**config.mk**
```make
export PLATFORM = sky130hd
export DESIGN_NAME = codec_link
export DESIGN_NICKNAME = d
export VERILOG_FILES = /design/src/rtl/codec_link_pkg.sv /design/src/rtl/cl_sync.sv /design/src/rtl/cl_fifo.sv /design/src/rtl/cl_serial.sv /design/src/rtl/codec_link.sv
export SDC_FILE = /design/constraint.sdc
export NUM_CORES = 1
export LEC_CHECK = 0
export BUFFER_PORTS_ARGS = -buffer_cell sky130_fd_sc_hd__clkbuf_2
export CAP_MARGIN = 30
export CORE_MARGIN = 2
export CORE_UTILIZATION = 35
export CTS_CLUSTER_SIZE = 12
export DETAILED_ROUTE_END_ITERATION = 10
export GPL_ROUTABILITY_DRIVEN = 0
export SYNTH_ARGS = -nofsm -noshare
export SYNTH_HDL_FRONTEND = slang
export SYNTH_SLANG_ARGS = --single-unit
```
**constraint.sdc**
```tcl
create_clock -name clk -period 4 [get_ports clk]
set_input_delay 0.4 -clock clk [delete_from_list [all_inputs] [get_ports clk]]
set_output_delay 0.4 -clock clk [all_outputs]
set_load 0.1 [all_outputs]
```
**src/rtl/codec_link_pkg.sv**
```systemverilog
package codec_link_pkg;
  localparam int FRAME_BITS = 8;
  localparam int BUS_W      = 32;

  localparam int REG_DATA   = 0;
  localparam int REG_CTRL   = 1;
  localparam int REG_STATUS = 2;

  localparam int C_TXEN  = 0;
  localparam int C_CSEL  = 1;
  localparam int C_RELAY = 2;
  localparam int C_MASK  = 4;

  localparam int S_RING = 0;
  localparam int S_OVR  = 1;
  localparam int S_UNR  = 2;
  localparam int S_RXH  = 3;
  localparam int S_TXH  = 4;
  localparam int S_TXC  = 8;
  localparam int S_RXC  = 16;

  typedef logic [FRAME_BITS-1:0] frame_t;

  typedef struct packed {
    logic       underrun;
    logic       overrun;
    logic       tx_half;
    logic       rx_half;
  } irq_cond_t;

  function automatic logic irq_any(input logic [3:0] mask, input irq_cond_t cond);
    return |(mask & cond);
  endfunction
endpackage

```
**src/rtl/cl_sync.sv**
```systemverilog
module cl_sync #(
  parameter int WIDTH = 1
) (
  input  logic             clk,
  input  logic             rst_n,
  input  logic [WIDTH-1:0] async_i,
  output logic [WIDTH-1:0] sync_o
);
  logic [WIDTH-1:0] stage1, stage2;

  always_ff @(posedge clk or negedge rst_n) begin
    if (!rst_n) begin
      stage1 <= '0;
      stage2 <= '0;
    end else begin
      stage1 <= async_i;
      stage2 <= stage1;
    end
  end

  assign sync_o = stage2;
endmodule

```
**src/rtl/cl_fifo.sv**
```systemverilog
module cl_fifo #(
  parameter int WIDTH = 8,
  parameter int DEPTH = 32,
  localparam int PTR_W = (DEPTH > 1) ? $clog2(DEPTH) : 1,
  localparam int CNT_W = $clog2(DEPTH + 1)
) (
  input  logic             clk,
  input  logic             rst_n,
  input  logic             push_i,
  input  logic [WIDTH-1:0] wdata_i,
  input  logic             pop_i,
  output logic [WIDTH-1:0] rdata_o,
  output logic             empty_o,
  output logic             full_o,
  output logic [CNT_W-1:0] count_o
);
  localparam logic [PTR_W-1:0] LAST  = PTR_W'(DEPTH - 1);
  localparam logic [CNT_W-1:0] FULLC = CNT_W'(DEPTH);

  logic [WIDTH-1:0] mem [DEPTH];
  logic [PTR_W-1:0] wr_ptr, rd_ptr;
  logic [CNT_W-1:0] count;
  logic             do_push, do_pop;

  function automatic logic [PTR_W-1:0] next_ptr(input logic [PTR_W-1:0] p);
    return (p == LAST) ? '0 : p + 1'b1;
  endfunction

  assign empty_o = (count == '0);
  assign full_o  = (count == FULLC);
  assign do_push = push_i && !full_o;
  assign do_pop  = pop_i && !empty_o;

  always_ff @(posedge clk or negedge rst_n) begin
    if (!rst_n) begin
      wr_ptr <= '0;
      rd_ptr <= '0;
      count  <= '0;
    end else begin
      if (do_push) wr_ptr <= next_ptr(wr_ptr);
      if (do_pop)  rd_ptr <= next_ptr(rd_ptr);
      case ({do_push, do_pop})
        2'b10:   count <= count + 1'b1;
        2'b01:   count <= count - 1'b1;
        default: count <= count;
      endcase
    end
  end

  always_ff @(posedge clk) begin
    if (do_push) mem[wr_ptr] <= wdata_i;
  end

  assign rdata_o = mem[rd_ptr];
  assign count_o = count;

  p_no_overflow_r10: assert property (@(posedge clk) disable iff (!rst_n)
    (push_i && full_o && !pop_i) |=> (count_o == FULLC));
  p_no_underflow_r10: assert property (@(posedge clk) disable iff (!rst_n)
    (pop_i && empty_o && !push_i) |=> (count_o == '0));
endmodule

```
**src/rtl/cl_serial.sv**
```systemverilog
module cl_serial
  import codec_link_pkg::*;
(
  input  logic   clk,
  input  logic   rst_n,
  input  logic   sclk_s_i,
  input  logic   fsync_s_i,
  input  logic   sdi_s_i,
  input  logic   tx_empty_i,
  input  frame_t tx_data_i,
  output logic   tx_pop_o,
  input  logic   rx_full_i,
  output logic   rx_push_o,
  output frame_t rx_data_o,
  output logic   sdo_bit_o,
  output logic   start_evt_o,
  output logic   underrun_evt_o,
  output logic   overrun_evt_o
);
  localparam int BCNT_W = $clog2(FRAME_BITS + 1);
  localparam logic [BCNT_W-1:0] LAST_BIT = BCNT_W'(FRAME_BITS - 1);

  logic              sclk_prev;
  logic              rise_evt, fall_evt;
  logic              busy;
  logic [BCNT_W-1:0] bit_cnt;
  frame_t            tx_sh, rx_sh;
  logic              sdo_q;
  logic              rx_done;

  always_ff @(posedge clk or negedge rst_n) begin
    if (!rst_n) sclk_prev <= 1'b0;
    else        sclk_prev <= sclk_s_i;
  end

  assign rise_evt    = sclk_s_i && !sclk_prev;
  assign fall_evt    = !sclk_s_i && sclk_prev;
  assign start_evt_o = rise_evt && !busy && fsync_s_i;
  assign rx_done     = fall_evt && busy && (bit_cnt == LAST_BIT);

  assign tx_pop_o       = start_evt_o && !tx_empty_i;
  assign underrun_evt_o = start_evt_o && tx_empty_i;
  assign rx_data_o      = {rx_sh[FRAME_BITS-2:0], sdi_s_i};
  assign rx_push_o      = rx_done && !rx_full_i;
  assign overrun_evt_o  = rx_done && rx_full_i;

  always_ff @(posedge clk or negedge rst_n) begin
    if (!rst_n) begin
      busy    <= 1'b0;
      bit_cnt <= '0;
      tx_sh   <= '0;
      rx_sh   <= '0;
      sdo_q   <= 1'b0;
    end else begin
      if (start_evt_o) begin
        busy    <= 1'b1;
        bit_cnt <= '0;
        tx_sh   <= tx_empty_i ? '0 : tx_data_i;
        sdo_q   <= tx_empty_i ? 1'b0 : tx_data_i[FRAME_BITS-1];
      end else if (rise_evt && busy) begin
        sdo_q <= tx_sh[FRAME_BITS-2];
        tx_sh <= {tx_sh[FRAME_BITS-2:0], 1'b0};
      end
      if (fall_evt && busy) begin
        rx_sh   <= rx_data_o;
        bit_cnt <= bit_cnt + 1'b1;
        if (bit_cnt == LAST_BIT) busy <= 1'b0;
      end
    end
  end

  assign sdo_bit_o = sdo_q;

  p_underrun_zero_r5: assert property (@(posedge clk) disable iff (!rst_n)
    (start_evt_o && tx_empty_i) |=> (sdo_bit_o == 1'b0));
  p_bit_per_rise_r2: assert property (@(posedge clk) disable iff (!rst_n)
    (!rise_evt) |=> $stable(sdo_bit_o));
  p_drop_when_full_r6: assert property (@(posedge clk) disable iff (!rst_n)
    (rx_push_o) |-> !rx_full_i);
endmodule

```
**src/rtl/codec_link.sv**
```systemverilog
module codec_link
  import codec_link_pkg::*;
#(
  parameter int FIFO_DEPTH = 32,
  parameter int ADDR_W     = 4,
  localparam int CNT_W     = $clog2(FIFO_DEPTH + 1)
) (
  input  logic              clk,
  input  logic              rst_n,
  input  logic              bus_sel,
  input  logic              bus_stb,
  input  logic              bus_write,
  input  logic [ADDR_W-1:0] bus_addr,
  input  logic [BUS_W-1:0]  bus_wdata,
  output logic [BUS_W-1:0]  bus_rdata,
  input  logic              codec_sclk,
  input  logic              codec_fsync,
  input  logic              codec_sdi,
  output logic              codec_sdo,
  output logic              codec_csel,
  input  logic              ring_in,
  output logic              relay_out,
  output logic              irq
);
  localparam logic [CNT_W-1:0] HALF = CNT_W'(FIFO_DEPTH / 2);

  logic       bus_wr, bus_rd;
  logic       sel_data, sel_ctrl, sel_status;
  logic [3:0] sync_in, sync_out;
  logic       sclk_s, fsync_s, sdi_s, ring_s;

  logic       ctrl_txen, ctrl_csel, ctrl_relay;
  logic [3:0] ctrl_mask;
  logic       flag_ovr, flag_unr;

  logic             tx_push, tx_pop, tx_empty, tx_full;
  frame_t           tx_head;
  logic [CNT_W-1:0] tx_count;
  logic             rx_push, rx_pop, rx_empty, rx_full;
  frame_t           rx_head, rx_in;
  logic [CNT_W-1:0] rx_count;

  logic       sdo_bit, start_evt, unr_evt, ovr_evt;
  irq_cond_t  cond;
  logic [BUS_W-1:0] status_word;

  assign bus_wr     = bus_sel && bus_stb && bus_write;
  assign bus_rd     = bus_sel && bus_stb && !bus_write;
  assign sel_data   = (bus_addr == ADDR_W'(REG_DATA));
  assign sel_ctrl   = (bus_addr == ADDR_W'(REG_CTRL));
  assign sel_status = (bus_addr == ADDR_W'(REG_STATUS));

  assign sync_in = {ring_in, codec_sdi, codec_fsync, codec_sclk};

  cl_sync #(.WIDTH(4)) u_sync (
    .clk     (clk),
    .rst_n   (rst_n),
    .async_i (sync_in),
    .sync_o  (sync_out)
  );

  assign sclk_s  = sync_out[0];
  assign fsync_s = sync_out[1];
  assign sdi_s   = sync_out[2];
  assign ring_s  = sync_out[3];

  assign tx_push = bus_wr && sel_data;
  assign rx_pop  = bus_rd && sel_data;

  cl_fifo #(.WIDTH(FRAME_BITS), .DEPTH(FIFO_DEPTH)) u_tx_fifo (
    .clk     (clk),
    .rst_n   (rst_n),
    .push_i  (tx_push),
    .wdata_i (bus_wdata[FRAME_BITS-1:0]),
    .pop_i   (tx_pop),
    .rdata_o (tx_head),
    .empty_o (tx_empty),
    .full_o  (tx_full),
    .count_o (tx_count)
  );

  cl_fifo #(.WIDTH(FRAME_BITS), .DEPTH(FIFO_DEPTH)) u_rx_fifo (
    .clk     (clk),
    .rst_n   (rst_n),
    .push_i  (rx_push),
    .wdata_i (rx_in),
    .pop_i   (rx_pop),
    .rdata_o (rx_head),
    .empty_o (rx_empty),
    .full_o  (rx_full),
    .count_o (rx_count)
  );

  cl_serial u_serial (
    .clk            (clk),
    .rst_n          (rst_n),
    .sclk_s_i       (sclk_s),
    .fsync_s_i      (fsync_s),
    .sdi_s_i        (sdi_s),
    .tx_empty_i     (tx_empty),
    .tx_data_i      (tx_head),
    .tx_pop_o       (tx_pop),
    .rx_full_i      (rx_full),
    .rx_push_o      (rx_push),
    .rx_data_o      (rx_in),
    .sdo_bit_o      (sdo_bit),
    .start_evt_o    (start_evt),
    .underrun_evt_o (unr_evt),
    .overrun_evt_o  (ovr_evt)
  );

  always_ff @(posedge clk or negedge rst_n) begin
    if (!rst_n) begin
      ctrl_txen  <= 1'b0;
      ctrl_csel  <= 1'b0;
      ctrl_relay <= 1'b0;
      ctrl_mask  <= '0;
    end else if (bus_wr && sel_ctrl) begin
      ctrl_txen  <= bus_wdata[C_TXEN];
      ctrl_csel  <= bus_wdata[C_CSEL];
      ctrl_relay <= bus_wdata[C_RELAY];
      ctrl_mask  <= bus_wdata[C_MASK +: 4];
    end
  end

  always_ff @(posedge clk or negedge rst_n) begin
    if (!rst_n) begin
      flag_ovr <= 1'b0;
      flag_unr <= 1'b0;
    end else begin
      if (ovr_evt) flag_ovr <= 1'b1;
      else if (bus_wr && sel_status && bus_wdata[S_OVR]) flag_ovr <= 1'b0;
      if (unr_evt) flag_unr <= 1'b1;
      else if (bus_wr && sel_status && bus_wdata[S_UNR]) flag_unr <= 1'b0;
    end
  end

  assign cond.rx_half  = (rx_count >= HALF);
  assign cond.tx_half  = (tx_count <= HALF);
  assign cond.overrun  = flag_ovr;
  assign cond.underrun = flag_unr;

  always_comb begin
    status_word = '0;
    status_word[S_RING] = ring_s;
    status_word[S_OVR]  = flag_ovr;
    status_word[S_UNR]  = flag_unr;
    status_word[S_RXH]  = cond.rx_half;
    status_word[S_TXH]  = cond.tx_half;
    status_word[S_TXC +: CNT_W] = tx_count;
    status_word[S_RXC +: CNT_W] = rx_count;
  end

  always_comb begin
    bus_rdata = '0;
    if (sel_data) begin
      if (!rx_empty) bus_rdata[FRAME_BITS-1:0] = rx_head;
    end else if (sel_ctrl) begin
      bus_rdata[C_TXEN]     = ctrl_txen;
      bus_rdata[C_CSEL]     = ctrl_csel;
      bus_rdata[C_RELAY]    = ctrl_relay;
      bus_rdata[C_MASK +: 4] = ctrl_mask;
    end else if (sel_status) begin
      bus_rdata = status_word;
    end
  end

  assign codec_sdo  = ctrl_txen && sdo_bit;
  assign codec_csel = ctrl_csel;
  assign relay_out  = ctrl_relay;
  assign irq        = irq_any(ctrl_mask, cond);

  p_overrun_sticky_r6: assert property (@(posedge clk) disable iff (!rst_n)
    ovr_evt |=> flag_ovr);
  p_underrun_sticky_r5: assert property (@(posedge clk) disable iff (!rst_n)
    unr_evt |=> flag_unr);
  p_irq_masked_r9: assert property (@(posedge clk) disable iff (!rst_n)
    (ctrl_mask == 4'b0000) |-> !irq);
  p_pop_on_start_r3: assert property (@(posedge clk) disable iff (!rst_n)
    (start_evt && !tx_empty) |-> tx_pop);
endmodule

```
==> results of run 1 <==
layer usage:
layer	share of wire [%]	vias up	GRT usage, %
met1	45	6304	21.8
met3	6.0	75	2.75
met5	0.085	-	0
li1	-	5369	-
met2	46	380	22.9
met4	2.2	6	3.95
registers in the layout, indices dropped and copies added, names as in the netlist, 6 cells and up:
register	cells
u_rx_fifo.mem	256
u_tx_fifo.count_o	6
u_serial.tx_sh	7
u_serial.rx_sh	7
u_rx_fifo.count_o	6
u_tx_fifo.mem	256
where the power goes:
group | switching, mW | leakage (nW) | internal, mW | total [mW]
sequential | 0.464 | 5.50 | 6.98 | 7.45
combinational | 1.05 | 2.54 | 0.999 | 2.05
clock | 2.20 | 0.812 | 2.76 | 4.97
worst min-delay path by stage:
stage	from	end	slack [ns]	depth (start not counted)
after CTS	bus_write	u_rx_fifo.rd_ptr[1]	0.31	3
after global placement	u_sync.stage1[2]	u_sync.sync_o[2]	0.34	0
after detailed placement	u_sync.stage1[0]	u_sync.sync_o[0]	0.33	0
after floorplan	rst_n	codec_csel	0.10	0
after global routing	rst_n	u_rx_fifo.rd_ptr[0]	0.13	2
final	rst_n	u_rx_fifo.rd_ptr[0]	0.15	2
area by class of cell:
type / instances / area [µm²]
fillers: 5939 / 40000
inverters: 14 / 52.6
flip-flops and latches: 582 / 17100
repair buffers: 109 / 891
clock inverters: 13 / 108
multi-input cells: 637 / 6020
well taps: 873 / 1090
clock buffers: 85 / 1570
per-stage QoR:
| stage | power, mW | cells | util [%] | hold slack, ns |
|---|---|---|---|---|
| 3_3_place_gp | 9.50 | 2201 | 37.3 | 0.335 |
| 3_5_place_dp | 9.62 | 2207 | 37.5 | 0.335 |
| 5_1_grt | 15.0 | 2313 | 40.2 | 0.133 |
| 2_1_floorplan | 8.91 | 1317 | - | 0.104 |
| 4_1_cts | 14.6 | 2311 | 40.1 | 0.313 |
| 6_report | 14.5 | 2313 | 40.2 | 0.154 |
timing repair:
item                                    4_1_cts  5_1_grt
endpoints found under the setup margin        2        0
hold buffers                                  5        0
endpoints found under the hold margin        74        0
setup buffers                                 1        0
synthesized netlist by cell type (all sizes together) (7+ instances only):
library cell and instances:
edfxtp 512, mux4 127, nor2 99, nand2 77, dfrtp 70, clkbuf 44
buf 40, a21oi 33, a22oi 32, o21ai 23, ha 21, mux2i 20
and2 17, nand3b 16, o22ai 15, inv 14, mux2 12, nor2b 11
a311oi 10, nand3 10, xor2 10, or3 8, a21boi 7, o2bb2ai 7
logic make-up (layout without fill, tap and decap cells):
kind of cell	Yosys count	count (layout)
other cells	1	12
compound gates	157	157
xor+xnor	16	16
simple gates	272	272
mux	159	159
flops	582	582
buf+inv	98	221
fa+ha+maj	21	21
worst reg2reg max path, delay by kind of cell, from the launching register on:
family | cells | cell delay, ns
fa+ha+maj | 2 | 0.57
flops | 1 | 0.48
xor+xnor | 2 | 0.33
compound gates | 3 | 0.80
buf+inv | 1 | 0.16
simple gates | 3 | 0.92
placed cells by master, fill, tap and decap left out, types with 8 or more instances in the layout:
cell	instances
o22ai_1	15
nand3_1	10
nor2_1	99
a22oi_1	32
a311oi_1	10
ha_1	21
nand2_1	77
o21ai_0	23
mux2i_1	20
inv_1	13
mux4_2	127
and2_1	17
mux2_2	12
dfrtp_1	66
clkbuf_2	43
clkbuf_1	25
a21oi_1	33
xor2_1	10
nand3b_1	16
conb_1	12
or3_1	8
edfxtp_1	512
buf_4	48
nor2b_1	11
clkbuf_16	58
==> flow_summary.ini, run 1 <==
[status]
status = finished, final reports clean

[critical_path]
cp_num_buf_inv = 1
critPathCapture = bus_rdata[1]
cp_data_arrival_time_ns = 3.42
path_class = flop to primary output
r2r_slack_ns = 0.60
cp-end-kind = primary output
cp_cell_sequence = nor4_1 -> a21oi_1 -> nand2_1 -> a21oi_1 -> or3_1 -> clkbuf_2
crit_cells = 6
critPathLaunch = u_rx_fifo.count_o[1]
r2r_cells = 11
required_ns = 3.60
path_max_fanout = 10
r2r_start = u_rx_fifo.count_o[1]
r2r_end = u_rx_fifo.count_o[4]
cpMaxStageDelayCell = nor4_1
crit_path_start_kind = flop
cp_top_family = simple AND/OR/NAND/NOR gates
max_stage_delay_ns = 0.74
path_common_cell = a21oi_1

[synthesis]
synthFlopType = edfxtp_1
synthAdderAreaFrac_pct = 1.11
synth_seq_cells = 582
synth-simple-area-share_pct = 5.51
seq_area_frac_synth_pct = 72.6
synth_xor_area_share_pct = 0.594
synth_compound_area_share_pct = 4.56
synth_top_area_share_pct = 65.2
synth_top_cell_by_area = edfxtp_1
yosys_warnings = 0
synth_area_leaders = edfxtp_1 65%, mux4_2 12%, dfrtp_1 7.4%
synthArstFlopShare_pct = 12.0
synth_edf_count = 512
synth_top_family_by_area = multiplexers
synth_area_per_cell_um2 = 18.1
netlist_area_mm2 = 0.0236
synth_mux_area_share_pct = 13.6
synth_cell_types = 58
syn_inst = 1306

[floorplan]
die_y_um = 264
num_io_pins = 81
core-area_mm2 = 0.0669
die_area_mm2 = 0.0695
die_x_um = 264
start_util_pct = 35.2
rows = 95

[timing]
worst_pin_slew_ns = 0.975
finalSetupTns_ns = 0
post-route-period-util_pct = 95.5
hold_viol_final = 0
skew_ns = 0.0246
setup_slack_ns = 0.179
slew_headroom_pct = 34.8
period_minus_slack_ns = 3.82
rsz0062_at_grt = no
setup_viol = 0
timing.fmax_mhz = 262
maxSlewViolCount = 0

[place]
hpwlAfterDp_um = 33200
io_buffers = 44
place_area_mm2 = 0.0251
dp_worst_setup_slack_ns = 0.620

[final_layout]
syn2layout_area_growth_pct = 13.9
fin_nets = 1467
layout-drive-gt1-share_pct = 22.6
num_antenna_cells = 0
final_cell_area_mm2 = 0.0269

[clock_tree]
clk_path_buf_depth = 3
htreeDepth = 2
clock_latency_ns = 0.61
cts_tree = yes
path_clk_slew_ns = 0.06
numCtsBuffers = 57
cts_sinks = 582
cts_resized = 0
clockRootBuffer = clkbuf_16

[drt]
drt_first_pass_iters = 7
wl_per_cell_um = 22.3
drc_errors = 0
first_iter_violations = 1145
wirelength_um = 51600
dr_total_vias = 12100
ant_nets = 0
vias_per_cell = 5.25

[global_routing]
grt_max_degree = 71
grtUsageTotal_pct = 14.9
grt-ovfl-total = 0
grt_pass1_wl_um = 78400
antenna_found_initial = 3
grt_pass1_vias = 12200

[min_path]
hold_path_class = primary input to async pin

[pwr]
power.density_mw_per_mm2 = 538
p_leak_nw = 8.86
peakVddDrop_uv = 360

[job]
max-cap-violations = 0
Note: power is estimated with default switching activity, not from simulation.
==> run 2: changes to the inputs <==
CAP_MARGIN = unset   (was 30)
SETUP_SLACK_MARGIN = 0.02   (was unset)
clock period = 3.6 ns   (was 4 ns; I/O delays follow)
==> flow_summary.ini, run 2 (same netlist as run 1, synthesis figures left out) <==
[status]
status = finished, final reports clean

[timing]
setup_viol = 0
worst_pin_slew_ns = 1.21
finalSetupTns_ns = 0
skew_ns = 0.0197
timing.fmax_mhz = 289
period_minus_slack_ns = 3.46
rsz0062_at_grt = no
post-route-period-util_pct = 96.0
setup_slack_ns = 0.143
fin_hold_ws_ns = 0.237
maxSlewViolCount = 0
slew_headroom_pct = 19.6
hold_viol_final = 0

[clock_tree]
clock_latency_ns = 0.61
clockRootBuffer = clkbuf_16
path_clk_slew_ns = 0.06
numCtsBuffers = 58
cts_sinks = 582
clk_path_buf_depth = 3
htreeDepth = 2
cts_tree = yes

[floorplan]
rows = 95
core-area_mm2 = 0.0669
die_area_mm2 = 0.0695
start_util_pct = 35.2
die_y_um = 264
num_io_pins = 81
die_x_um = 264

[final_layout]
final_common_cell = edfxtp_1
final-seq-area_mm2 = 0.0171
fillCellCount = 5947
final_cells = 2346
multi_input_area_mm2 = 0.00603
syn2layout_area_growth_pct = 15.1
final_cell_area_mm2 = 0.0271
top_regs = u_rx_fifo.mem (256), u_tx_fifo.mem (256)
final_util_pct = 40.5
num_antenna_cells = 0
layout-drive-gt1-share_pct = 24.9
final_cell_mix = 512 x edfxtp_1, 127 x mux4_2, 99 x nor2_1, 92 x buf_4, 77 x nand2_1
fin_nets = 1502

[global_routing]
grt-ovfl-total = 0
antenna_found_initial = 3
grt_pass1_vias = 12300
grt_max_degree = 71
grtUsageTotal_pct = 14.8
grt_pass1_wl_um = 77900

[pwr]
power.density_mw_per_mm2 = 589
p_leak_nw = 9.04
peakVddDrop_uv = 444
power_mw = 16.0

[drt]
wl_per_cell_um = 22.0
dr_total_vias = 12300
drt_first_pass_iters = 5
drc_errors = 0
vias_per_cell = 5.23
ant_nets = 0
wirelength_um = 51500
first_iter_violations = 1267

[critical_path]
path_class = flop to primary output
path_max_fanout = 10
cp-end-kind = primary output
required_ns = 3.24
crit_path_start_kind = flop
cp_data_arrival_time_ns = 3.10

[job]
max-cap-violations = 0

[place]
hpwlAfterDp_um = 32600
dpl.cell_count = 2240
place_area_mm2 = 0.0253
dp_worst_setup_slack_ns = 0.372
io_buffers = 44

[min_path]
hold_path_class = primary input to flop
-- run 2: final cells by class --
cell class	count	area share, %
flip-flops and latches	582	63.2
clock buffers	80	5.77
clock inverters	17	0.457
inverters	14	0.194
well taps	873	4.03
multi-input cells	637	22.2
repair buffers	143	4.17
-- run 2: final timing paths --
| check | from | endpoint | slack [ns] | cells past startpoint |
|---|---|---|---|---|
| max | u_rx_fifo.rd_ptr[0] | bus_rdata[6] | 0.14 | 6 |
| min | bus_write | u_rx_fifo.rd_ptr[1] | 0.24 | 4 |
| max reg2reg | u_rx_fifo.count_o[1] | u_rx_fifo.count_o[4] | 0.32 | 12 |
| min reg2reg | u_sync.stage1[1] | u_sync.sync_o[1] | 0.34 | 0 |
| max in group asynchronous | rst_n | u_tx_fifo.rd_ptr[0] | 2.41 | 2 |
| min in group asynchronous | rst_n | u_rx_fifo.rd_ptr[2] | 0.44 | 2 |
-- run 2: routing by layer --
layer	track usage [%]	wire length (µm)	share of wire [%]
met5	0	41	0.080
met4	4.11	1060	2.1
met3	2.93	3350	6.5
met2	23.0	24100	47
met1	21.4	23000	45
-- run 2: timing repair --
action	in CTS	in global routing
hold buffers	5	0
hold endpoints to repair	74	0
pin swaps	0	0
resized for setup	0	3
buffers inserted	4	0
setup endpoints to repair	7	3
-- run 2: worst max-delay path, stage by stage (launching register included) --
cell	delay, ns
dfrtp_4	0.58
buf_4	0.24
mux4_2	0.53
a22oi_1	0.37
a21oi_1	0.23
a211o_1	0.35
buf_12	0.19
-- run 2: where the power goes --
part	switching, mW	total [mW]	internal (mW)
sequential	0.520	8.29	7.77
clock	2.41	5.49	3.08
combinational	1.13	2.18	1.05
==> run 3: changes to the inputs <==
PLACE_DENSITY_LB_ADDON = 0.2   (was unset)
==> flow_summary.ini, run 3 (same netlist as run 1, synthesis figures left out) <==
[status]
status = finished, final reports clean

[floorplan]
rows = 95
die_x_um = 264
start_util_pct = 35.2
core-area_mm2 = 0.0669
die_y_um = 264
num_io_pins = 81
die_area_mm2 = 0.0695

[place]
dpl.cell_count = 2256
place_area_mm2 = 0.0255
hpwlAfterDp_um = 34600
io_buffers = 44

[timing]
slew_headroom_pct = 17.6
timing.fmax_mhz = 291
worst_pin_slew_ns = 1.24
period_minus_slack_ns = 3.44
post-route-period-util_pct = 95.4
hold_viol_final = 0
maxSlewViolCount = 0
skew_ns = 0.0215
rsz0062_at_grt = no
finalSetupTns_ns = 0
setup_viol = 0

[drt]
first_iter_violations = 973
drc_errors = 0
ant_nets = 0
vias_per_cell = 5.15
wl_per_cell_um = 23.1
dr_total_vias = 12200
drt_first_pass_iters = 7
wirelength_um = 55000

[final_layout]
layout-drive-gt1-share_pct = 25.8
final-seq-area_mm2 = 0.0171
final_common_cell = edfxtp_1
final_util_pct = 41.1
fin_nets = 1519
fillCellCount = 5980
num_antenna_cells = 0
final_cell_mix = 512 x edfxtp_1, 127 x mux4_2, 104 x buf_4, 99 x nor2_1, 77 x nand2_1
final_cell_area_mm2 = 0.0275
top_regs = u_rx_fifo.mem (256), u_tx_fifo.mem (256)
multi_input_area_mm2 = 0.00602
final_cells = 2375
syn2layout_area_growth_pct = 16.6

[critical_path]
r2r_cells = 12
path_max_fanout = 9
required_ns = 3.24
cp_data_arrival_time_ns = 3.08
path_class = flop to primary output
crit_path_start_kind = flop
cp-end-kind = primary output

[min_path]
hold_path_class = primary input to flop
hold_path_depth = 4

[pwr]
peakVddDrop_uv = 404
p_clk_share_pct = 36.5
power.density_mw_per_mm2 = 603
seqPwrFrac_pct = 50.8
p_sw_mw = 4.25
p_int_mw = 12.3
p_leak_nw = 9.23
power_frac_comb_pct = 12.7
p_sw_share_pct = 25.6

[clock_tree]
htreeDepth = 2
numCtsBuffers = 60
cts_tree = yes
clock_latency_ns = 0.63
clk_path_buf_depth = 3
path_clk_slew_ns = 0.06
clockRootBuffer = clkbuf_16
cts_sinks = 582

[global_routing]
grt_pass1_vias = 12600
grtUsageTotal_pct = 15.9
grt_max_degree = 71
grt_pass1_wl_um = 82400
antenna_found_initial = 1
grt-ovfl-total = 0

[job]
max-cap-violations = 0
-- run 3: changes by cell type in the layout (fill, tap and decap cells not counted), moves of 2 or more --
| cell | delta |
|---|---|
| clkbuf_16 | +2 |
| buf_4 | +12 |
| buf_12 | +3 |
| clkinv_2 | -4 |
| clkbuf_8 | +6 |
| bufinv_16 | +3 |
| clkinv_1 | +3 |
| clkbuf_1 | +4 |
-- run 3: worst max-delay path, cell delays in order (launching register included) --
cell	delay, ns
dfrtp_4	0.46
buf_12	0.16
buf_4	0.21
mux4_2	0.53
mux4_2	0.46
nor2b_1	0.15
a211o_1	0.29
buf_12	0.18
-- run 3: power groups by stage --
stage	sequential (mW)	clock, mW	combinational (mW)
detailed placement	8.62	0	2.09
floorplan	8.14	0	1.76
global placement	8.59	0	2.07
finish	8.43	6.07	2.10
global route	8.52	6.47	2.28
CTS	8.46	6.23	2.13
-- run 3: worst paths after layout --
kind,start,to,slack [ns]
worst max-delay path,u_rx_fifo.rd_ptr[0],bus_rdata[3],0.16
worst min-delay path,bus_write,u_rx_fifo.rd_ptr[4],0.27
worst max register to register,u_rx_fifo.count_o[1],u_rx_fifo.count_o[4],0.42
worst min register to register,u_sync.stage1[2],u_sync.sync_o[2],0.35
max in group asynchronous,rst_n,u_tx_fifo.rd_ptr[0],2.40
min in group asynchronous,rst_n,u_rx_fifo.rd_ptr[0],0.42
-- run 3: metrics by stage --
stage	total power [mW]	hold WS [ns]	setup slack [ns]
final	16.6	0.266	0.165
after floorplan	9.90	0.0644	0.621
after global routing	17.3	0.291	0.0484
after global placement	10.7	0.331	0.443
after CTS	16.8	0.224	0.0618
after detailed placement	10.7	0.337	0.441
-- run 3: cell type report --
cell class                 count  area share, %
sequential                   582           62.3
timing repair buffer         158           4.69
inverter                      14          0.191
clock inverter                20          0.805
multi-input combinational    637           21.9
clock buffer                  91           6.14
tap                          873           3.97
-- run 3: repair_timing --
item / CTS / global route
setup buffers: 2 / 1
endpoints found under the hold margin: 74 / 0
gates resized for setup: 1 / 1
setup endpoints to repair: 8 / 1
hold buffers: 5 / 0
pin swaps: 0 / 0
-- run 3: per-layer routing --
layer / track usage [%] / up-vias / routed length [µm]
met4: 4.40 / 2 / 1270
met1: 23.7 / 6389 / 26200
li1: - / 5468 / -
met2: 23.9 / 297 / 24600
met3: 2.87 / 82 / 2900
met5: 0 / - / 13
